### src/rtl/chg_pkg.sv
package chg_pkg;

    typedef enum logic [2:0] {
        MODE_OFF       = 3'd0,
        MODE_TRICKLE   = 3'd1,
        MODE_CC        = 3'd2,
        MODE_CV        = 3'd3,
        MODE_INHIBIT   = 3'd4,
        MODE_LATCHED   = 3'd5,
        MODE_PROG_HOLD = 3'd6
    } chg_mode_e;

    typedef struct packed {
        logic en;
        logic above_min;
        logic at_chg;
        logic below_rchg;
        logic below_eoc;
        logic prog_oor;
    } chg_flags_t;

    typedef struct packed {
        logic clr;
        logic adv;
    } cnt_ctl_t;

    localparam cnt_ctl_t CTL_IDLE = '{clr: 1'b0, adv: 1'b0};
    localparam cnt_ctl_t CTL_CLR  = '{clr: 1'b1, adv: 1'b0};
    localparam cnt_ctl_t CTL_ADV  = '{clr: 1'b0, adv: 1'b1};

    function automatic logic mode_is_charging(chg_mode_e m);
        return (m == MODE_TRICKLE) || (m == MODE_CC) || (m == MODE_CV);
    endfunction

    function automatic logic mode_is_fault(chg_mode_e m);
        return (m == MODE_LATCHED) || (m == MODE_PROG_HOLD);
    endfunction

endpackage

### src/rtl/chg_flag_reg.sv
module chg_flag_reg
    import chg_pkg::*;
(
    input  logic       clk,
    input  logic       rst,
    input  chg_flags_t raw_i,
    output chg_flags_t flg_o,
    output logic       en_prev_o
);

    always_ff @(posedge clk) begin
        if (rst) begin
            flg_o     <= '0;
            en_prev_o <= 1'b0;
        end else begin
            flg_o     <= raw_i;
            en_prev_o <= flg_o.en;
        end
    end

endmodule

### src/rtl/chg_qual_cnt.sv
module chg_qual_cnt
    import chg_pkg::*;
#(
    parameter int QUAL_TICKS = 15
) (
    input  logic     clk,
    input  logic     rst,
    input  cnt_ctl_t ctl_i,
    output logic     last_o
);

    localparam int CW = $clog2(QUAL_TICKS + 1);
    localparam logic [CW-1:0] LAST_VAL = CW'(QUAL_TICKS - 1);

    logic [CW-1:0] run_q;

    always_ff @(posedge clk) begin
        if (rst || ctl_i.clr) begin
            run_q <= '0;
        end else if (ctl_i.adv && (run_q != LAST_VAL)) begin
            run_q <= run_q + 1'b1;
        end
    end

    assign last_o = (run_q == LAST_VAL);

endmodule

### src/rtl/chg_safety_timer.sv
module chg_safety_timer
    import chg_pkg::*;
#(
    parameter int TIMER_W       = 22,
    parameter int TRICKLE_SHIFT = 3
) (
    input  logic     clk,
    input  logic     rst,
    input  cnt_ctl_t ctl_i,
    output logic     full_end_o,
    output logic     trickle_end_o
);

    localparam int TR_W = TIMER_W - TRICKLE_SHIFT;
    localparam logic [TIMER_W-1:0] TRICKLE_LAST = {{TRICKLE_SHIFT{1'b0}}, {TR_W{1'b1}}};

    logic [TIMER_W-1:0] span_q;

    always_ff @(posedge clk) begin
        if (rst || ctl_i.clr) begin
            span_q <= '0;
        end else if (ctl_i.adv) begin
            span_q <= span_q + 1'b1;
        end
    end

    assign full_end_o    = &span_q;
    assign trickle_end_o = (span_q == TRICKLE_LAST);

endmodule

### src/rtl/chg_seq_ctrl.sv
module chg_seq_ctrl
    import chg_pkg::*;
#(
    parameter int TIMER_W       = 22,
    parameter int QUAL_TICKS    = 15,
    parameter int TRICKLE_SHIFT = 3
) (
    input  logic       clk,
    input  logic       rst,
    input  logic       tick_i,
    input  logic       en_i,
    input  logic       above_min_i,
    input  logic       at_chg_i,
    input  logic       below_rchg_i,
    input  logic       below_eoc_i,
    input  logic       prog_oor_i,
    output logic [2:0] mode_o,
    output logic       status_n_o,
    output logic       fault_n_o
);

    chg_flags_t raw;
    chg_flags_t flg;
    logic       en_prev;

    assign raw = '{en:         en_i,
                   above_min:  above_min_i,
                   at_chg:     at_chg_i,
                   below_rchg: below_rchg_i,
                   below_eoc:  below_eoc_i,
                   prog_oor:   prog_oor_i};

    chg_flag_reg u_flags (
        .clk       (clk),
        .rst       (rst),
        .raw_i     (raw),
        .flg_o     (flg),
        .en_prev_o (en_prev)
    );

    cnt_ctl_t qual_ctl;
    cnt_ctl_t tmr_ctl;
    logic     qual_last;
    logic     tmr_full_end;
    logic     tmr_trickle_end;

    chg_qual_cnt #(
        .QUAL_TICKS (QUAL_TICKS)
    ) u_qual (
        .clk    (clk),
        .rst    (rst),
        .ctl_i  (qual_ctl),
        .last_o (qual_last)
    );

    chg_safety_timer #(
        .TIMER_W       (TIMER_W),
        .TRICKLE_SHIFT (TRICKLE_SHIFT)
    ) u_timer (
        .clk           (clk),
        .rst           (rst),
        .ctl_i         (tmr_ctl),
        .full_end_o    (tmr_full_end),
        .trickle_end_o (tmr_trickle_end)
    );

    chg_mode_e mode_q, mode_d;
    logic      eoc_q, eoc_d;
    logic      en_rise;
    logic      eoc_seen;

    assign en_rise  = flg.en & ~en_prev;
    assign eoc_seen = flg.below_eoc & ~flg.below_rchg;

    always_comb begin
        mode_d   = mode_q;
        eoc_d    = eoc_q;
        qual_ctl = CTL_IDLE;
        tmr_ctl  = CTL_IDLE;

        if (!flg.en) begin
            mode_d   = MODE_OFF;
            eoc_d    = 1'b0;
            qual_ctl = CTL_CLR;
            tmr_ctl  = CTL_CLR;
        end else if (en_rise) begin
            mode_d   = MODE_TRICKLE;
            eoc_d    = 1'b0;
            qual_ctl = CTL_CLR;
            tmr_ctl  = CTL_CLR;
        end else if (mode_q == MODE_LATCHED) begin
            qual_ctl = CTL_CLR;
            tmr_ctl  = CTL_CLR;
        end else if (flg.prog_oor) begin
            mode_d   = MODE_PROG_HOLD;
            eoc_d    = 1'b0;
            qual_ctl = CTL_CLR;
            tmr_ctl  = CTL_CLR;
        end else begin
            unique case (mode_q)
                MODE_OFF, MODE_PROG_HOLD: begin
                    mode_d   = MODE_TRICKLE;
                    eoc_d    = 1'b0;
                    qual_ctl = CTL_CLR;
                    tmr_ctl  = CTL_CLR;
                end
                MODE_TRICKLE: begin
                    if (tick_i) begin
                        if (flg.above_min && qual_last) begin
                            mode_d   = MODE_CC;
                            qual_ctl = CTL_CLR;
                            tmr_ctl  = CTL_CLR;
                        end else begin
                            qual_ctl = flg.above_min ? CTL_ADV : CTL_CLR;
                            if (tmr_trickle_end) begin
                                mode_d  = MODE_LATCHED;
                                tmr_ctl = CTL_CLR;
                            end else begin
                                tmr_ctl = CTL_ADV;
                            end
                        end
                    end
                end
                MODE_CC: begin
                    if (tick_i && tmr_full_end) begin
                        mode_d  = MODE_LATCHED;
                        tmr_ctl = CTL_CLR;
                    end else begin
                        if (tick_i) begin
                            tmr_ctl = CTL_ADV;
                        end
                        if (flg.at_chg) begin
                            mode_d = MODE_CV;
                        end
                    end
                end
                MODE_CV: begin
                    if (eoc_seen) begin
                        eoc_d = 1'b1;
                    end
                    if (tick_i && tmr_full_end) begin
                        tmr_ctl = CTL_CLR;
                        mode_d  = (eoc_q || eoc_seen) ? MODE_INHIBIT : MODE_LATCHED;
                    end else if (tick_i) begin
                        tmr_ctl = CTL_ADV;
                    end
                end
                MODE_INHIBIT: begin
                    tmr_ctl = CTL_CLR;
                    if (flg.below_rchg) begin
                        mode_d   = MODE_TRICKLE;
                        eoc_d    = 1'b0;
                        qual_ctl = CTL_CLR;
                    end
                end
                default: begin
                    mode_d   = MODE_OFF;
                    eoc_d    = 1'b0;
                    qual_ctl = CTL_CLR;
                    tmr_ctl  = CTL_CLR;
                end
            endcase
        end
    end

    always_ff @(posedge clk) begin
        if (rst) begin
            mode_q <= MODE_OFF;
            eoc_q  <= 1'b0;
        end else begin
            mode_q <= mode_d;
            eoc_q  <= eoc_d;
        end
    end

    assign mode_o     = mode_q;
    assign status_n_o = ~mode_is_charging(mode_q) | eoc_q;
    assign fault_n_o  = ~mode_is_fault(mode_q);

endmodule

### config.mk
export PLATFORM = sky130hd
export DESIGN_NAME = chg_seq_ctrl
export DESIGN_NICKNAME = d
export VERILOG_FILES = /design/src/rtl/chg_pkg.sv /design/src/rtl/chg_flag_reg.sv /design/src/rtl/chg_qual_cnt.sv /design/src/rtl/chg_safety_timer.sv /design/src/rtl/chg_seq_ctrl.sv
export SDC_FILE = /design/constraint.sdc
export NUM_CORES = 1
export LEC_CHECK = 0
export ABC_AREA = 1
export ABC_CLOCK_PERIOD_IN_PS = 2300
export BUFFER_PORTS_ARGS = -buffer_cell sky130_fd_sc_hd__buf_4
export CORE_MARGIN = 5
export CORE_UTILIZATION = 40
export CTS_BUF_LIST = sky130_fd_sc_hd__clkbuf_16
export DETAILED_ROUTE_END_ITERATION = 16
export PLACE_DENSITY = 0.59
export REMOVE_ABC_BUFFERS = 1
export SETUP_SLACK_MARGIN = 0.3
export SLEW_MARGIN = 20
export SYNTH_ARGS = -nofsm -noshare
export SYNTH_HDL_FRONTEND = slang
export SYNTH_HIERARCHICAL = 1
export SYNTH_SLANG_ARGS = --single-unit
### constraint.sdc
create_clock -name clk -period 2.3 [get_ports clk]
set_clock_uncertainty 0.05 [all_clocks]
set_input_delay 0.46 -clock clk [delete_from_list [all_inputs] [get_ports clk]]
set_output_delay 0.46 -clock clk [all_outputs]
set_load 0.1 [all_outputs]
==> results of run 1 <==
==> cell usage in the layout (no fill, tap or decap), drive strengths merged <==
cell | Yosys | final
a21oi | 22 | 22
nand2 | 87 | 87
buf | 3 | 58
and3 | 1 | 1
or2 | 1 | 1
clkinv | 0 | 1
o22ai | 1 | 1
nor4 | 1 | 1
o21a | 1 | 1
nand4 | 4 | 4
a21boi | 1 | 1
xor2 | 1 | 1
dfxtp | 37 | 37
inv | 50 | 51
nor2 | 80 | 81
o21ai | 12 | 12
a31oi | 1 | 1
nand3 | 27 | 27
nor3 | 6 | 6
ha | 3 | 3
clkbuf | 0 | 5
o211ai | 2 | 2
==> routing by layer <==
metal | routed length [um] | global-route usage
met2 | 2656 | 0.2711
met5 | 0 | 0
met4 | 55 | 0.04458
met1 | 2619 | 0.2023
met3 | 206 | 0.03663
==> where the power goes <==
group	switching, mW	total, mW	internal [mW]
sequential	0.00462	0.652	0.647
combinational	0.0566	0.0900	0.0334
clock	0.243	0.630	0.387
total	0.305	1.37	1.07
==> cells in the mapped netlist, types with 2 or more instances <==
cell type  instances
nand2_1           81
nor2_1            74
inv_1             45
dfxtp_1           37
nand3_1           26
a21oi_1           21
o21ai_0           10
nor3_1             6
inv_2              5
nand2_2            5
nand4_1            4
ha_1               3
nor2_4             3
buf_2              2
nor2_8             2
o211ai_1           2
o21ai_1            2
==> final cells by class <==
| class | count | area, sq um |
|---|---|---|
| clock buffer | 5 | 125.1 |
| clock inverter | 2 | 7.507 |
| fill | 506 | 2048 |
| inverter | 50 | 190.2 |
| multi-input combinational | 252 | 1455 |
| sequential | 37 | 753.2 |
| tap | 70 | 87.58 |
| timing repair buffer | 58 | 473.0 |
==> registers in the layout, summed over array words and instances (netlist names) <==
name               flops
eoc_q                  1
u_qual/run_q           4
u_flags/en_prev_o      1
u_flags/flg_o          6
mode_o                 3
u_timer/span_q        22
==> repair_timing <==
item                                    4_1_cts  5_1_grt
hold buffers                                  0        0
pin swaps                                    26       33
buffers inserted                             11        4
resized for setup                            66       33
endpoints found under the setup margin       26       27
gates cloned                                  1        0
==> worst reg2reg max path, cell delays in order (launching register included) <==
cell	delay, ps
dfxtp_2	350
ha_4	140
inv_2	30
nor2_2	100
nand2_2	70
nor2_4	140
nand2_4	80
nor3_4	210
buf_6	130
o22ai_2	50
and3_4	200
nand2_4	70
nor2_4	50
nand2_4	120
nor2_8	60
a21oi_2	120
nor2_1	50
==> worst max-delay path by stage <==
| stage | endpoint | depth (start not counted) |
|---|---|---|
| after CTS | u_timer/span_q[15] | 15 |
| after floorplan | status_n_o | 4 |
| final | u_timer/span_q[17] | 16 |
| after global routing | u_timer/span_q[20] | 16 |
| after global placement | u_timer/span_q[3] | 12 |
| after detailed placement | u_timer/span_q[3] | 15 |
==> per-stage QoR <==
stage / setup TNS, ps / hold WS (ps) / instances / util
6_report: 0 / 329.8 / 474 / 0.6015
5_1_grt: 0 / 328.4 / 474 / 0.6015
4_1_cts: 0 / 327.4 / 470 / 0.5762
3_5_place_dp: -1012 / 395.0 / 451 / 0.4910
3_3_place_gp: 0 / 394.0 / 451 / 0.4910
2_1_floorplan: -13210 / 380.0 / 338 / -
==> logic make-up after synthesis <==
group           after synthesis  share of synthesized area
simple gates                207                     0.4303
fa+ha+maj                     3                    0.01759
compound gates               40                     0.1032
xor+xnor                      1                   0.004104
buf+inv                      53                    0.09789
flops                        37                     0.3470
==> results.ini, run 1 <==
[logic_synthesis]
yosys.area.top_type_share=0.3470
synth-edff-count=0
ys_types=30
ys_ff_latch=37
ys_seq_area_frac=0.3470
syn_area_sq_mm=0.002135
synth-main-ff-cell=dfxtp_1
synth_area_leader_cell=dfxtp_1
syn_inst=341
synth.area.top_cells=dfxtp_1 35%, nand2_1 14%, nor2_1 13%, inv_1 7.9%, nand3_1 6.1%
yosys_warnings=6
synthArstFlopShare=0
postSynthAreaPerCell_sq_um=6.260

[global_routing]
antenna_found_initial=0
grt_pass1_vias=2154
grt_max_degree=12
grt_overflow=0
track_usage=0.1599
grt_pass1_wl_mm=9.280

[floorplan]
initial_core_util=0.4153
io_pins=14
rows=26
fp.dieW_um=83.05
die_y_um=83.05
dieArea_sq_mm=0.006897
core_sq_mm=0.005140

[timing]
worst_pin_slew_ps=381.1
post-route-min-period_ps=2129
drv_slew=0
setup_ws_ps=170.8
timing.final.crit_share=0.9257
rsz0062_at_grt=yes
hold_viol=0
maxSlewHeadroom=0.7450
fmax_ghz=0.4697
final-setup-viol-count=0

[routing]
dr.pass1.iters=4
wl_per_cell_um=11.68
drc=0
wl_mm=5.537
drtIter0Drc=81
num_vias=2239
ant_nets=0
vias_per_cell=4.724

[worst_setup_path]
cp-start-kind=flip-flop
critPathBufInv=2
crit_start=u_timer/span_q[1]
critPathMaxFanout=6
crit_family=simple AND/OR/NAND/NOR gates
crit_arrival_ps=2250
ff2ff_path_depth=16
slowest_stage=dfxtp_2
crit_chain=ha_4 > inv_2 > nor2_2 > nand2_2 > nor2_4 > nand2_4 > nor3_4 > buf_6 > o22ai_2 > and3_4 > nand2_4 > nor2_4 > nand2_4 > nor2_8 > a21oi_2 > nor2_1
slowest_delay_ps=350
crit_path_end_kind=flip-flop
reg2reg_to=u_timer/span_q[17]
critPathKind=flip-flop to flip-flop
cp_data_required_time_ps=2420
path_common_cell=nand2_4
r2r_slack_ps=170
regToRegStartpoint=u_timer/span_q[1]

[outcome]
status=finished clean

[finish]
drive_gt1_frac=0.3861
nNetsFinal=416
syn2layout_area_growth_pct=44.84
diodes=0
design_area_sq_mm=0.003092

[placed_design]
dp_hpwl_mm=3.713
gp_congestion=0.8559
placed_area_sq_mm=0.002524
io_buffers=13
dp_slack_ps=-130.2

[power_and_ir_drop]
leakage_nw=1.301
power.density_mw_per_mm2=443.9
peakVddDrop_v=0.0004069
p_total_mw=1.373

[clock_network]
clk_pin_slew_ps=50
cts_tree=yes
cts.htree.levels=2
clockRootBuffer=clkbuf_16
cts.path.max_buffers=2
clock_sinks=37
numCtsBuffers=5
clock_latency_ps=280

[hold_path]
hp-class=input port to flip-flop
whs_endpoint=u_flags/flg_o[0]
hold_start=prog_oor_i
holdPathStages=3

[flow_run]
max_cap_viol_count=0

Note: power is estimated with default switching activity, not from simulation.
==> run 2: changes to the inputs <==
--- a/config.mk
+++ b/config.mk
@@ -5,7 +5,6 @@
 export SDC_FILE = /design/constraint.sdc
 export NUM_CORES = 1
 export LEC_CHECK = 0
-export ABC_AREA = 1
 export ABC_CLOCK_PERIOD_IN_PS = 2300
 export BUFFER_PORTS_ARGS = -buffer_cell sky130_fd_sc_hd__buf_4
 export CORE_MARGIN = 5
==> run 2 against run 1 <==
The run now ends with setup timing left. Register-to-register slack got worse by 320 ps. Core utilization increased by 0.89 points. Critical path depth decreased by 4. Clock-buffer cell count is the same. Power shrank 2.3%. Global-route usage decreased by 0.96 points. Non-clock buffer count rose by 18. Largest cell class unchanged. Setup slack got worse by 320 ps. Highest routed layer unchanged. Final cell count fell by 24%. Critical endpoint unchanged. Synthesized area shrank 10%.
==> results.ini, run 2 <==
[routing]
wl_per_cell_um=13.40  ; +15%
vias_per_cell=5.188  ; +9.8%
drtIter0Drc=72  ; -11%
num_vias=1873  ; -16%
dr.pass1.iters=4  ; unchanged
ant_nets=0  ; unchanged
wl_mm=4.839  ; -13%
drc=0  ; unchanged

[worst_setup_path]
slowest_delay_ps=510  ; +160 ps
critPathKind=flip-flop to flip-flop
crit_chain=ha_4 > and4_4 > nand2_4 > nor4_4 > a21oi_2 > a21oi_2 > nor2_2 > nand4_4 > or4_4 > buf_6 > or3_4 > a21oi_2
cp_data_required_time_ps=2460  ; +40 ps
critPathMaxFanout=5  ; -1
cp-start-kind=flip-flop
slowest_stage=or4_4
crit_path_end_kind=flip-flop
path_common_cell=a21oi_2
crit_arrival_ps=2610  ; +360 ps

[finish]
diodes=0  ; unchanged
regArea_sq_um=745.7  ; -1.0%
fin_util=0.6104  ; +0.008891
largest_register=u_timer/span_q
layout_commonest_cell=buf_4
largest_register_ffs=22  ; unchanged
nNetsFinal=320  ; -23%
final_cell_mix=66 x buf_4, 33 x dfxtp_1, 18 x nand2_1
top_regs=u_timer/span_q x22, u_flags/flg_o x6, u_qual/run_q x4
syn2layout_area_growth_pct=49.61
num-fill-cells=420  ; -17%
drive_gt1_frac=0.4202  ; +0.03406
multi_input_area_sq_mm=0.001289  ; -11%

[clock_network]
cts.path.max_buffers=2  ; unchanged
clock_latency_ps=270  ; about the same
clk_pin_slew_ps=50  ; about the same
numCtsBuffers=5  ; unchanged
clockRootBuffer=clkbuf_16
cts.htree.levels=2  ; unchanged
cts_tree=yes
clock_sinks=37  ; unchanged

[global_routing]
grt_max_degree=18  ; +6
grt_pass1_vias=1772  ; -18%
grt_overflow=0  ; unchanged
grt_pass1_wl_mm=7.590  ; -18%
track_usage=0.1503  ; -0.009627
antenna_found_initial=0  ; unchanged

[placed_design]
gp_congestion=0.7987  ; -6.7%
dp_hpwl_mm=3.311  ; -11%
io_buffers=13  ; unchanged

[floorplan]
die_y_um=79.18  ; -4.7%
fp.dieW_um=79.18  ; -4.7%
core_sq_mm=0.004692  ; -8.7%
dieArea_sq_mm=0.006269  ; -9.1%
io_pins=14  ; unchanged
initial_core_util=0.4080  ; -0.007287
rows=25  ; -3.8%

[timing]
timing.final.crit_share=1.066  ; +0.1398
worst_pin_slew_ps=315.6  ; -65.44 ps
rsz0062_at_grt=yes
drv_slew=0  ; unchanged
fmax_ghz=0.4080  ; -13%
setup_ws_ps=-150.8  ; -321.6 ps
final-setup-viol-count=12  ; +12
hold_viol=0  ; unchanged
maxSlewHeadroom=0.7878  ; +0.04277
post-route-min-period_ps=2451  ; +321.6 ps
whs_ps=349.7  ; +19.85 ps

[logic_synthesis]
ys_seq_area_frac=0.3869  ; +0.03992
ys_types=49  ; +63%
synth_commonest_cells=37 x dfxtp_1, 24 x nor2_1, 20 x a21oi_1, 20 x nand2_1, 14 x o21ai_0
yosys_warnings=6  ; unchanged
syn_area_sq_mm=0.001914  ; -10%
synth-edff-count=0  ; unchanged
synth-main-ff-cell=dfxtp_1
synth.area.top_cells=dfxtp_1 39%, a21oi_1 5.2%, nor2_1 4.7%, nor2b_1 4.2%, nand2_1 3.9%
yosysMostFrequentCell=dfxtp_1
postSynthAreaPerCell_sq_um=8.251  ; +32%
yosys.area.top_type_share=0.3869  ; +0.03992
synth_area_leader_cell=dfxtp_1
syn_inst=232  ; -32%
ys_ff_latch=37  ; unchanged
synthArstFlopShare=0  ; unchanged

[power_and_ir_drop]
p_seq_frac=0.487  ; +0.012
leakage_nw=1.109  ; -15%
internal_power_mw=1.068  ; about the same
p_switching_mw=0.2729  ; -10%
peakVddDrop_v=0.0003312  ; -19%
pwr-share-clk=0.459  ; about the same
power.density_mw_per_mm2=468.1  ; +5.4%
p_comb_frac=0.054  ; -0.012
p_sw_frac=0.2036  ; -0.01836

[flow_run]
max_cap_viol_count=0  ; unchanged

[outcome]
status=finished, violations left
failed_checks=setup timing

[hold_path]
hp-class=input port to flip-flop

-- run 2: kinds of logic after synthesis --
| kind of cell | after synthesis | synth area share |
|---|---|---|
| and+or+nand+nor | 115 | 0.3425 |
| AOI/OAI and AO/OA | 51 | 0.1621 |
| DFF | 37 | 0.3869 |
| buffers and inverters | 13 | 0.02810 |
| xor gates and xnor gates | 11 | 0.05033 |
| adders and majority gates | 3 | 0.01961 |
| muxes | 2 | 0.01046 |
-- run 2: layout make-up --
cell class / instances / share of cell area
clock buffers: 5 / 0.04369
clock inverters: 1 / 0.001747
flip-flops and latches: 37 / 0.2604
repair buffers: 76 / 0.2128
multi-input cells: 182 / 0.4500
inverters: 6 / 0.007864
well taps: 54 / 0.02359
-- run 2: stage by stage --
| step | setup TNS [ps] | area [sq um] | std cells | setup WS, ps | total power [mW] |
|---|---|---|---|---|---|
| 2_1_floorplan | -13160 | 1883 | 225 | -1725 | 0.7029 |
| 3_3_place_gp | -2520 | 2431 | 343 | -278.4 | 0.7343 |
| 3_5_place_dp | -3111 | 2431 | 343 | -356.6 | 0.7350 |
| 4_1_cts | -3477 | 2628 | 354 | -265.5 | 1.357 |
| 5_1_grt | -3412 | 2864 | 361 | -251.6 | 1.403 |
| 6_report | -903.9 | 2864 | 361 | -150.8 | 1.341 |
-- run 2: path summary, 6_finish.rpt --
kind / slack [ps] / depth (start not counted) / end / from
max: -150 / 12 / u_timer/span_q[17] / u_timer/span_q[1]
max reg2reg: -150 / 12 / u_timer/span_q[17] / u_timer/span_q[1]
min: 350 / 2 / u_flags/flg_o[1] / below_eoc_i
min reg2reg: 440 / 2 / eoc_q / eoc_q
-- run 2: power groups by stage --
stage | registers (mW) | logic [mW] | clock network (mW)
2_1_floorplan | 0.675 | 0.0277 | 0
3_3_place_gp | 0.666 | 0.0681 | 0
3_5_place_dp | 0.666 | 0.0687 | 0
4_1_cts | 0.653 | 0.0695 | 0.635
5_1_grt | 0.653 | 0.0796 | 0.671
6_report | 0.653 | 0.0728 | 0.615
-- run 2: timing repair --
action | in CTS | in global routing
pin swaps | 13 | 20
hold buffers | 0 | 0
endpoints found under the setup margin | 25 | 31
cloned | 1 | 1
setup buffers | 4 | 6
gates resized for setup | 10 | 50
-- run 2: critical path: cells and delay by family (launching register included) --
family                   cells  cell delay, ps
buffers and inverters        1             150
flip-flops                   1             340
adder cells (fa/ha/maj)      1             160
AND/OR/NAND/NOR              7            1340
AO/OA/AOI/OAI                3             350
-- run 2: routing by layer --
layer	vias up	global-route usage	routed length, um
met2	31	0.2559	2416
met4	0	0.04639	87
li1	978	-	-
met3	9	0.04195	168
met5	-	0	0
met1	855	0.1830	2168
==> run 3: changes to the inputs <==
--- a/config.mk
+++ b/config.mk
@@ -5,17 +5,17 @@
 export SDC_FILE = /design/constraint.sdc
 export NUM_CORES = 1
 export LEC_CHECK = 0
+export ABC_AREA = 1
 export ABC_CLOCK_PERIOD_IN_PS = 2300
 export BUFFER_PORTS_ARGS = -buffer_cell sky130_fd_sc_hd__buf_4
 export CORE_MARGIN = 5
 export CORE_UTILIZATION = 40
 export CTS_BUF_LIST = sky130_fd_sc_hd__clkbuf_16
 export DETAILED_ROUTE_END_ITERATION = 16
-export PLACE_DENSITY = 0.59
+export PLACE_DENSITY = 0.58
 export REMOVE_ABC_BUFFERS = 1
 export SETUP_SLACK_MARGIN = 0.3
 export SLEW_MARGIN = 20
 export SYNTH_ARGS = -nofsm -noshare
 export SYNTH_HDL_FRONTEND = slang
-export SYNTH_HIERARCHICAL = 1
 export SYNTH_SLANG_ARGS = --single-unit
==> run 3 against run 2 <==
Maximum frequency is 23% higher. Core utilization down 13 points. First-iteration DRC count increased by 60%. The flow now finishes without violations. Via count increased by 17%. Sequential share of layout area up 0.24 points. Sequential power barely moved. Final area is 1.1% lower. Routed wire length grew 11%. Highest routed layer unchanged. Largest power group unchanged.
==> results.ini, run 3 <==
[outcome]
status=finished clean

[global_routing]
grt_max_degree=21  ; +3
grt_pass1_vias=2105  ; +19%
grt_overflow=0  ; unchanged
antenna_found_initial=0  ; unchanged
grt_pass1_wl_mm=9.280  ; +22%
track_usage=0.1506  ; +0.0003320

[logic_synthesis]
ys_ff_latch=37  ; unchanged
yosysMostFrequentCell=nand2_1
synth_commonest_cells=85 x nand2_1, 47 x inv_1, 44 x nor2_1
synth-main-ff-cell=dfxtp_1
synthArstFlopShare=0  ; unchanged
synth.area.top_cells=dfxtp_1 30%, nand2_1 13%, inv_1 7.2%, nor2_1 6.7%, nand3_1 4.7%
ys_seq_area_frac=0.3025  ; -0.08442
yosys_warnings=0  ; -6
ys_types=38  ; -22%
synth-edff-count=0  ; unchanged
postSynthAreaPerCell_sq_um=6.878  ; -17%
synth_area_leader_cell=dfxtp_1
syn_inst=356  ; +53%
syn_area_sq_mm=0.002449  ; +28%
yosys.area.top_type_share=0.3025  ; -0.08442

[floorplan]
die_y_um=88.24  ; +11%
io_pins=14  ; unchanged
initial_core_util=0.4136  ; +0.005567
core_sq_mm=0.005921  ; +26%
dieArea_sq_mm=0.007786  ; +24%
rows=28  ; +12%
fp.dieW_um=88.24  ; +11%

[power_and_ir_drop]
power.density_mw_per_mm2=482.1  ; +3.0%
peakVddDrop_v=0.0004086  ; +23%
p_total_mw=1.366  ; +1.9%
leakage_nw=1.094  ; -1.4%

[placed_design]
dp_hpwl_mm=4.002  ; +21%
gp_congestion=0.8978  ; +12%
dp.cells=442  ; +29%
io_buffers=13  ; unchanged

[clock_network]
cts.htree.levels=2  ; unchanged
cts_tree=yes
clk_pin_slew_ps=60  ; about the same
clock_sinks=37  ; unchanged
cts.path.max_buffers=2  ; unchanged
clockRootBuffer=clkbuf_16
numCtsBuffers=5  ; unchanged
clock_latency_ps=280  ; about the same

[timing]
post-route-min-period_ps=1998  ; -452.8 ps
timing.final.crit_share=0.8687  ; -0.1969
tns_ps=0  ; +903.9 ps
maxSlewHeadroom=0.6356  ; -0.1522
fmax_ghz=0.5005  ; +23%
worst_pin_slew_ps=543.5  ; +227.8 ps
rsz0062_at_grt=yes
final-setup-viol-count=0  ; -12
hold_viol=0  ; unchanged
drv_slew=0  ; unchanged

[worst_setup_path]
regToRegStartpoint=u_timer.span_q[1]
slowest_stage=dfxtp_1
slowest_delay_ps=340  ; -170 ps
crit_start=mode_o[1]
cp_data_required_time_ps=1790  ; -670 ps
crit_chain=inv_2 > nand3_4 > inv_4 > nor2_1 > or2_2 > buf_6
critPathKind=flip-flop to output pin
crit_family=simple AND/OR/NAND/NOR gates
crit_path_end_kind=output pin
critPathBufInv=3  ; +2
crit_arrival_ps=1490  ; -1120 ps
critPathMaxFanout=5  ; unchanged
cp-start-kind=flip-flop

[finish]
final_cell_mix=85 x nand2_1, 49 x inv_1, 43 x nor2_1
drive_gt1_frac=0.2149  ; -0.2053
syn2layout_area_growth_pct=15.69
layout_commonest_cell=nand2_1
largest_register_ffs=22  ; unchanged
instances_no_fill=452  ; +25%
nNetsFinal=388  ; +21%
top_regs=u_timer.span_q x22, u_flags.flg_o x6, u_qual.run_q x4
diodes=0  ; unchanged
largest_register=u_timer.span_q
fin_util=0.4784  ; -0.1320

[routing]
dr.pass1.iters=4  ; unchanged
vias_per_cell=4.863  ; -6.3%
num_vias=2198  ; +17%
ant_nets=0  ; unchanged
drtIter0Drc=115  ; +60%
wl_mm=5.389  ; +11%
drc=0  ; unchanged
wl_per_cell_um=11.92  ; -11%

[hold_path]
hold_start=at_chg_i
hp-class=input port to flip-flop

[flow_run]
max_cap_viol_count=0  ; unchanged

## run 3: cell types whose count changed after synthesis, sizes merged, moves of 5 or more
cell | before | now
nand2b | 5 | 0
xor2 | 5 | 12
nand2 | 20 | 99
nand3 | 8 | 27
inv | 6 | 54
nor2b | 13 | 0
or3 | 8 | 0
o21ai | 15 | 5
nor2 | 26 | 52
## run 3: area by class of cell
cell class	count	area, sq um
Fill cell	599	3088
Multi-Input combinational cell	258	1484
Sequential cell	37	744.5
Inverter	56	222.7
Timing Repair Buffer	18	151.4
Clock buffer	5	125.1
Tap cell	75	93.84
Clock inverter	3	11.26
## run 3: worst paths after layout
| path | slack (ps) | end | depth (start not counted) |
|---|---|---|---|
| min | 330 | u_flags.flg_o[3] | 3 |
| max | 300 | status_n_o | 6 |
| min reg2reg | 430 | eoc_q | 2 |
| max reg2reg | 440 | u_timer.span_q[2] | 10 |
## run 3: per-layer routing
metal  up-vias  share of wire  track usage
met5         -              0            0
met4         0          0.018      0.06456
met3         7          0.035      0.02886
met2        36           0.48       0.2495
met1       993           0.47       0.1907
li1       1162              -            -
## run 3: tightest hold or removal path, cell delays in order
cell and delay [ps]:
buf_4 70, inv_1 30, nor2_1 60
## run 3: timing repair
action / CTS / global route
pin swaps: 0 / 2
gates resized for setup: 2 / 12
setup buffers: 0 / 1
setup endpoints to repair: 20 / 23
cloned: 0 / 1
hold buffers: 0 / 0
## run 3: kinds of logic after synthesis
logic type                 count (synthesis)  synth area share
xor gates and xnor gates                  15           0.05366
adders and majority gates                  3           0.01533
AOI/OAI and AO/OA                         34           0.09351
and+or+nand+nor                          205            0.4211
buffers and inverters                     62            0.1139
DFF                                       37            0.3025
## run 3: power breakdown
group | internal [mW] | switching, mW | total, mW
Clock | 0.389 | 0.249 | 0.639
Sequential | 0.649 | 0.00721 | 0.656
Combinational | 0.0262 | 0.0445 | 0.0708
## run 3: stage by stage
stage	hold WS, ps	setup WS, ps	area, sq um
after global placement	426.3	174.0	2609
final	329.3	302.0	2833
after global routing	339.4	226.1	2833
after floorplan	396.2	-987.3	2387
after detailed placement	433.9	93.10	2609
after CTS	328.0	151.8	2754
